## src/rtl/csync_pkg.sv

```systemverilog
package csync_pkg;

    localparam int DIV_W = 5;
    localparam int LANES = 4;

    typedef logic [DIV_W-1:0] div_t;

    typedef struct packed {
        div_t a;
        div_t c;
    } ratio_s;

    typedef enum logic {
        MODE_SPLIT = 1'b0,
        MODE_EQUAL = 1'b1
    } mode_e;

    typedef enum int {
        LANE_NOW_A   = 0,
        LANE_NOW_C   = 1,
        LANE_AHEAD_A = 2,
        LANE_AHEAD_C = 3
    } lane_e;

    function automatic div_t clamp_div(div_t d, div_t lo);
        return (d < lo) ? lo : d;
    endfunction

    function automatic div_t min_div(div_t x, div_t y);
        return (x < y) ? x : y;
    endfunction

    // Phase of a counter of period own, shifted forward by span (span <= own).
    function automatic div_t lead_start(div_t own, div_t span);
        return (span == own) ? '0 : span;
    endfunction

endpackage

```

## src/rtl/csync_ratio_capture.sv

```systemverilog
module csync_ratio_capture
    import csync_pkg::*;
#(
    parameter int MIN_DIV = 2
) (
    input  logic   clk,
    input  logic   rst,
    input  div_t   div_a_in,
    input  div_t   div_c_in,
    output ratio_s live,
    output ratio_s held
);
    localparam div_t FLOOR = div_t'(MIN_DIV);

    always_comb begin
        live.a = clamp_div(div_a_in, FLOOR);
        live.c = clamp_div(div_c_in, FLOOR);
    end

    always_ff @(posedge clk) begin
        if (rst) begin
            held <= live;
        end
    end
endmodule

```

## src/rtl/csync_phase_counter.sv

```systemverilog
module csync_phase_counter
    import csync_pkg::*;
(
    input  logic clk,
    input  logic rst,
    input  div_t period,
    input  div_t start,
    output div_t cnt_q,
    output div_t cnt_nx,
    output logic wrap_nx
);
    div_t last;

    always_comb begin
        last    = div_t'(period - div_t'(1));
        wrap_nx = (cnt_q == last);
        cnt_nx  = wrap_nx ? '0 : div_t'(cnt_q + div_t'(1));
    end

    always_ff @(posedge clk) begin
        if (rst) begin
            cnt_q <= start;
        end else begin
            cnt_q <= cnt_nx;
        end
    end
endmodule

```

## src/rtl/csync_output_state.sv

```systemverilog
module csync_output_state
    import csync_pkg::*;
(
    input  logic  clk,
    input  logic  rst,
    input  mode_e mode,
    input  logic  warn_nx,
    input  logic  coin_nx,
    input  logic  late_half_nx,
    output logic  sync_n
);
    logic sync_d;

    always_comb begin
        sync_d = sync_n;
        unique case (mode)
            MODE_EQUAL: sync_d = ~late_half_nx;
            MODE_SPLIT: begin
                if (warn_nx) begin
                    sync_d = 1'b0;
                end else if (coin_nx) begin
                    sync_d = 1'b1;
                end
            end
            default: sync_d = 1'b1;
        endcase
    end

    always_ff @(posedge clk) begin
        if (rst) begin
            sync_n <= 1'b1;
        end else begin
            sync_n <= sync_d;
        end
    end
endmodule

```

## src/rtl/coincident_sync.sv

```systemverilog
module coincident_sync
    import csync_pkg::*;
#(
    parameter int MIN_DIV = 2
) (
    input  logic             clk,
    input  logic             rst,
    input  logic [DIV_W-1:0] div_a,
    input  logic [DIV_W-1:0] div_c,
    output logic             sync_n
);
    ratio_s cfg_live;
    ratio_s cfg_q;
    div_t   span_live;
    mode_e  mode;

    div_t lane_period [LANES];
    div_t lane_start  [LANES];
    div_t lane_cnt    [LANES];
    div_t lane_nx     [LANES];
    logic lane_wrap   [LANES];

    logic warn_nx;
    logic coin_nx;
    logic late_half_nx;

    csync_ratio_capture #(.MIN_DIV(MIN_DIV)) u_capture (
        .clk      (clk),
        .rst      (rst),
        .div_a_in (div_a),
        .div_c_in (div_c),
        .live     (cfg_live),
        .held     (cfg_q)
    );

    always_comb begin
        span_live = min_div(cfg_live.a, cfg_live.c);

        lane_period[LANE_NOW_A]   = cfg_q.a;
        lane_period[LANE_NOW_C]   = cfg_q.c;
        lane_period[LANE_AHEAD_A] = cfg_q.a;
        lane_period[LANE_AHEAD_C] = cfg_q.c;

        lane_start[LANE_NOW_A]    = '0;
        lane_start[LANE_NOW_C]    = '0;
        lane_start[LANE_AHEAD_A]  = lead_start(cfg_live.a, span_live);
        lane_start[LANE_AHEAD_C]  = lead_start(cfg_live.c, span_live);
    end

    for (genvar g = 0; g < LANES; g++) begin : g_lane
        csync_phase_counter u_cnt (
            .clk     (clk),
            .rst     (rst),
            .period  (lane_period[g]),
            .start   (lane_start[g]),
            .cnt_q   (lane_cnt[g]),
            .cnt_nx  (lane_nx[g]),
            .wrap_nx (lane_wrap[g])
        );
    end

    always_comb begin
        mode         = (cfg_q.a == cfg_q.c) ? MODE_EQUAL : MODE_SPLIT;
        coin_nx      = lane_wrap[LANE_NOW_A] & lane_wrap[LANE_NOW_C];
        warn_nx      = lane_wrap[LANE_AHEAD_A] & lane_wrap[LANE_AHEAD_C];
        late_half_nx = (lane_nx[LANE_NOW_A] >= (cfg_q.a >> 1));
    end

    csync_output_state u_out (
        .clk          (clk),
        .rst          (rst),
        .mode         (mode),
        .warn_nx      (warn_nx),
        .coin_nx      (coin_nx),
        .late_half_nx (late_half_nx),
        .sync_n       (sync_n)
    );
endmodule

```

## config.mk

```make
export PLATFORM = sky130hd
export DESIGN_NAME = coincident_sync
export DESIGN_NICKNAME = d
export VERILOG_FILES = /design/src/rtl/csync_pkg.sv /design/src/rtl/csync_ratio_capture.sv /design/src/rtl/csync_phase_counter.sv /design/src/rtl/csync_output_state.sv /design/src/rtl/coincident_sync.sv
export SDC_FILE = /design/constraint.sdc
export NUM_CORES = 1
export LEC_CHECK = 0
export BUFFER_PORTS_ARGS = -buffer_cell sky130_fd_sc_hd__buf_2
export CAP_MARGIN = 5
export CORE_MARGIN = 8
export CORE_UTILIZATION = 34
export CTS_CLUSTER_SIZE = 24
export DETAILED_ROUTE_END_ITERATION = 8
export PLACE_DENSITY_LB_ADDON = 0.2
export SYNTH_ARGS = -nofsm -noshare
export SYNTH_HDL_FRONTEND = slang
export SYNTH_HIERARCHICAL = 1
export SYNTH_SLANG_ARGS = --single-unit
```

## constraint.sdc

```tcl
create_clock -name clk -period 6.4 [get_ports clk]
set_input_delay 0.64 -clock clk [delete_from_list [all_inputs] [get_ports clk]]
set_output_delay 0.64 -clock clk [all_outputs]
set_load 0.005 [all_outputs]
```

==> reports/qor.txt <==
CTS
-------------------------------------------------------------------------------------------
Skew-Pair Late Insertion Delay                                                      0.29 ns
CTS Sinks                                                                                31
Number of clock buffers inserted by TritonCTS                                             5
Clock tree from TritonCTS                                                              done
Clock H-tree levels                                                                       2
PostCTS Resize Cnt                                                                        0
Buffers from clock root to sink, at most                                                  2
Post-CTS Setup Bufs                                                                       0
Clock edge transition at the registers on the reported setup and hold paths         0.07 ns
CTS Hold Bufs                                                                             0
Root buffer cell                                                                   clkbuf_8

ROUTING
-------------------------------------------------------------------------------------------
Number of design-rule violations left by the first detailed-router iteration             39
Routed wire length                                                                  4.43 mm
Wire length per cell after detailed routing                                         12.8 um
DRC viols                                                                                 0
Via count normalized by instance count                                                 4.80
Number of nets with antenna violations after routing                                      0
Vias                                                                                  1,662
TritonRoute pass-1 iters                                                                  4

SETUP PATH
-------------------------------------------------------------------------------------------
Reg-to-Reg Start                                                               u_capture/held[5]
Largest fanout of any net on the critical path                                            9
Critical path launch point type                                                   flip-flop
CP startpoint                                                                  u_capture/held[5]
CP Capture Type                                                                   flip-flop
Type of the worst setup path                                                        reg2reg
Data required, critical path                                                        6.60 ns
Signal arrival time at the worst endpoint                                           3.13 ns
FF-to-FF setup slack                                                                3.47 ns

GLOBAL ROUTING
-------------------------------------------------------------------------------------------
Busiest layer in global routing                                                        met2
Met2 capacity usage during global routing                                             0.155
Fraction of met3 tracks used by global routing                                       0.0268
Initial antenna violation count                                                           0
GRT overflow                                                                              0
Met1 routing resource usage after global routing                                      0.132
Maximum number of pins on one net before global-route repair                             52
Total global routing track utilization                                                0.101
Via count of the first global-routing pass                                            1,711
Wire length of the first global-routing pass                                        8.14 mm

DIE
-------------------------------------------------------------------------------------------
Die outline height                                                                  99.0 um
Number of top-level pins                                                                 13
Area of the die                                                                    9810 um2
Die outline width                                                                   99.0 um
Initial cell density of the core                                                      0.349
Placeable core area                                                                6720 um2
Number of placement rows                                                                 30

POWER AND IR DROP
-------------------------------------------------------------------------------------------
Total power divided by cell area                                                 247 nW/um2
Switching part of the total power                                                     0.362
Share of power burned in the clock network                                            0.239
Leakage power of the design                                                         1.06 nW
Logic pwr share                                                                       0.325
Power share of the sequential group                                                   0.436
Overall power of the completed layout                                            0.000641 W
Net switching component of the power                                             0.000232 W
IR drop worst, VDD                                                                  69.7 uV
Internal cell power                                                              0.000409 W

STA
-------------------------------------------------------------------------------------------
Worst hold slack                                                                   0.554 ns
Number of max-slew violations in the final report                                         0
Clock skew                                                                       0.00735 ns
Worst Tran Pin Value                                                                1.04 ns
Number of endpoints failing setup at the final stage                                      0
Max Fclk                                                                            341 MHz
Summed negative setup slack over all endpoints                                         0 ns
Slew Limit Headroom                                                                   0.305
Final hold violations                                                                     0
Unrepaired setup endpoints after global routing                                       false
Ratio of final minimum period to clock period                                         0.458
Final critical delay including setup and external delays                            2.93 ns

FINAL LAYOUT
-------------------------------------------------------------------------------------------
Area growth from synthesis to layout                                                  10.5%
Multi-input logic area                                                             1550 um2
Layout Nets                                                                             293
Proportion of layout cells with a drive suffix above 1                                0.218
Summed area of non-filler cells in the final layout                                2590 um2
Top library cells by usage in the layout, fill and taps aside                  26 x nand2_1, 26 x xor2_1, 21 x dfxtp_1
Fill cell count                                                                         696
Number of diodes added for antenna fixing                                                 0
Sequential cell area in the final layout                                            721 um2

RUN
-------------------------------------------------------------------------------------------
Number of max-cap violations                                                              0

HOLD PATH
-------------------------------------------------------------------------------------------
HP Class                                                                            reg2reg
Min-Delay Startpoint                                                           g_lane[3].u_cnt/cnt_q[0]

YOSYS
-------------------------------------------------------------------------------------------
Yosys warning total                                                                       6
Gate Count Post-Synth                                                                   247
Post-Syn Area per Cell                                                             9.49 um2
Synthesized cell area                                                              2340 um2

PLACE
-------------------------------------------------------------------------------------------
Count of buffers from port buffering                                                     12
Final weighted congestion of routability-driven global placement                      0.770
Placed standard-cell area                                                          2500 um2
Total half-perimeter wirelength after legalization and detailed placement           3.34 mm

OUTCOME
-------------------------------------------------------------------------------------------
Run status                                                                     finished, final reports clean

-- sequential cells by signal, indices dropped and copies added (netlist names) --
| name | cells |
|---|---|
| u_out/sync_n | 1 |
| u_capture/held | 10 |
| g_lane.u_cnt/cnt_q | 20 |
-- path summary, 6_finish.rpt --
kind / end / cells after the start
worst max-delay path: u_out/sync_n / 15
worst min-delay path: g_lane[3].u_cnt/cnt_q[0] / 1
worst max register to register: u_out/sync_n / 15
worst min register to register: g_lane[3].u_cnt/cnt_q[0] / 1
-- layout make-up --
class,count,share of cell area
Clock buffer,5,0.0266
Inverter,18,0.0261
Timing Repair Buffer,12,0.0232
Multi-Input combinational cell,197,0.600
Clock inverter,3,0.00773
Sequential cell,31,0.278
Tap cell,80,0.0386
-- critical path, stage by stage, from the launching register on --
cell      delay (ns)
edfxtp_1        0.50
inv_1           0.08
ha_1            0.24
xor2_1          0.15
o21ai_0         0.21
a21oi_2         0.07
nor2_4          0.26
nor2_1          0.07
inv_1           0.07
ha_1            0.22
nand2b_1        0.14
a21o_1          0.17
a21o_1          0.17
a211o_1         0.27
nand2b_1        0.15
o311ai_2        0.08
-- layer usage --
metal	vias up	wire length [um]
li1	885	-
met1	741	2340
met2	30	1870
met3	6	146
met4	0	70
met5	-	0
-- power by group through the flow --
stage | combinational, W | sequential [W] | clock (W)
2_1_floorplan | 0.000176 | 0.000272 | 0
3_3_place_gp | 0.000206 | 0.000285 | 0
3_5_place_dp | 0.000208 | 0.000284 | 0
4_1_cts | 0.000211 | 0.000280 | 0.000158
5_1_grt | 0.000238 | 0.000286 | 0.000168
6_report | 0.000208 | 0.000279 | 0.000153
-- stage by stage --
step | cells | utilization | setup slack (ns)
2_1_floorplan | 256 | - | 3.70
3_3_place_gp | 338 | 0.372 | 3.57
3_5_place_dp | 338 | 0.372 | 3.51
4_1_cts | 346 | 0.385 | 3.45
5_1_grt | 346 | 0.385 | 3.22
6_report | 346 | 0.385 | 3.47
Power figures use the tool's default switching activity.
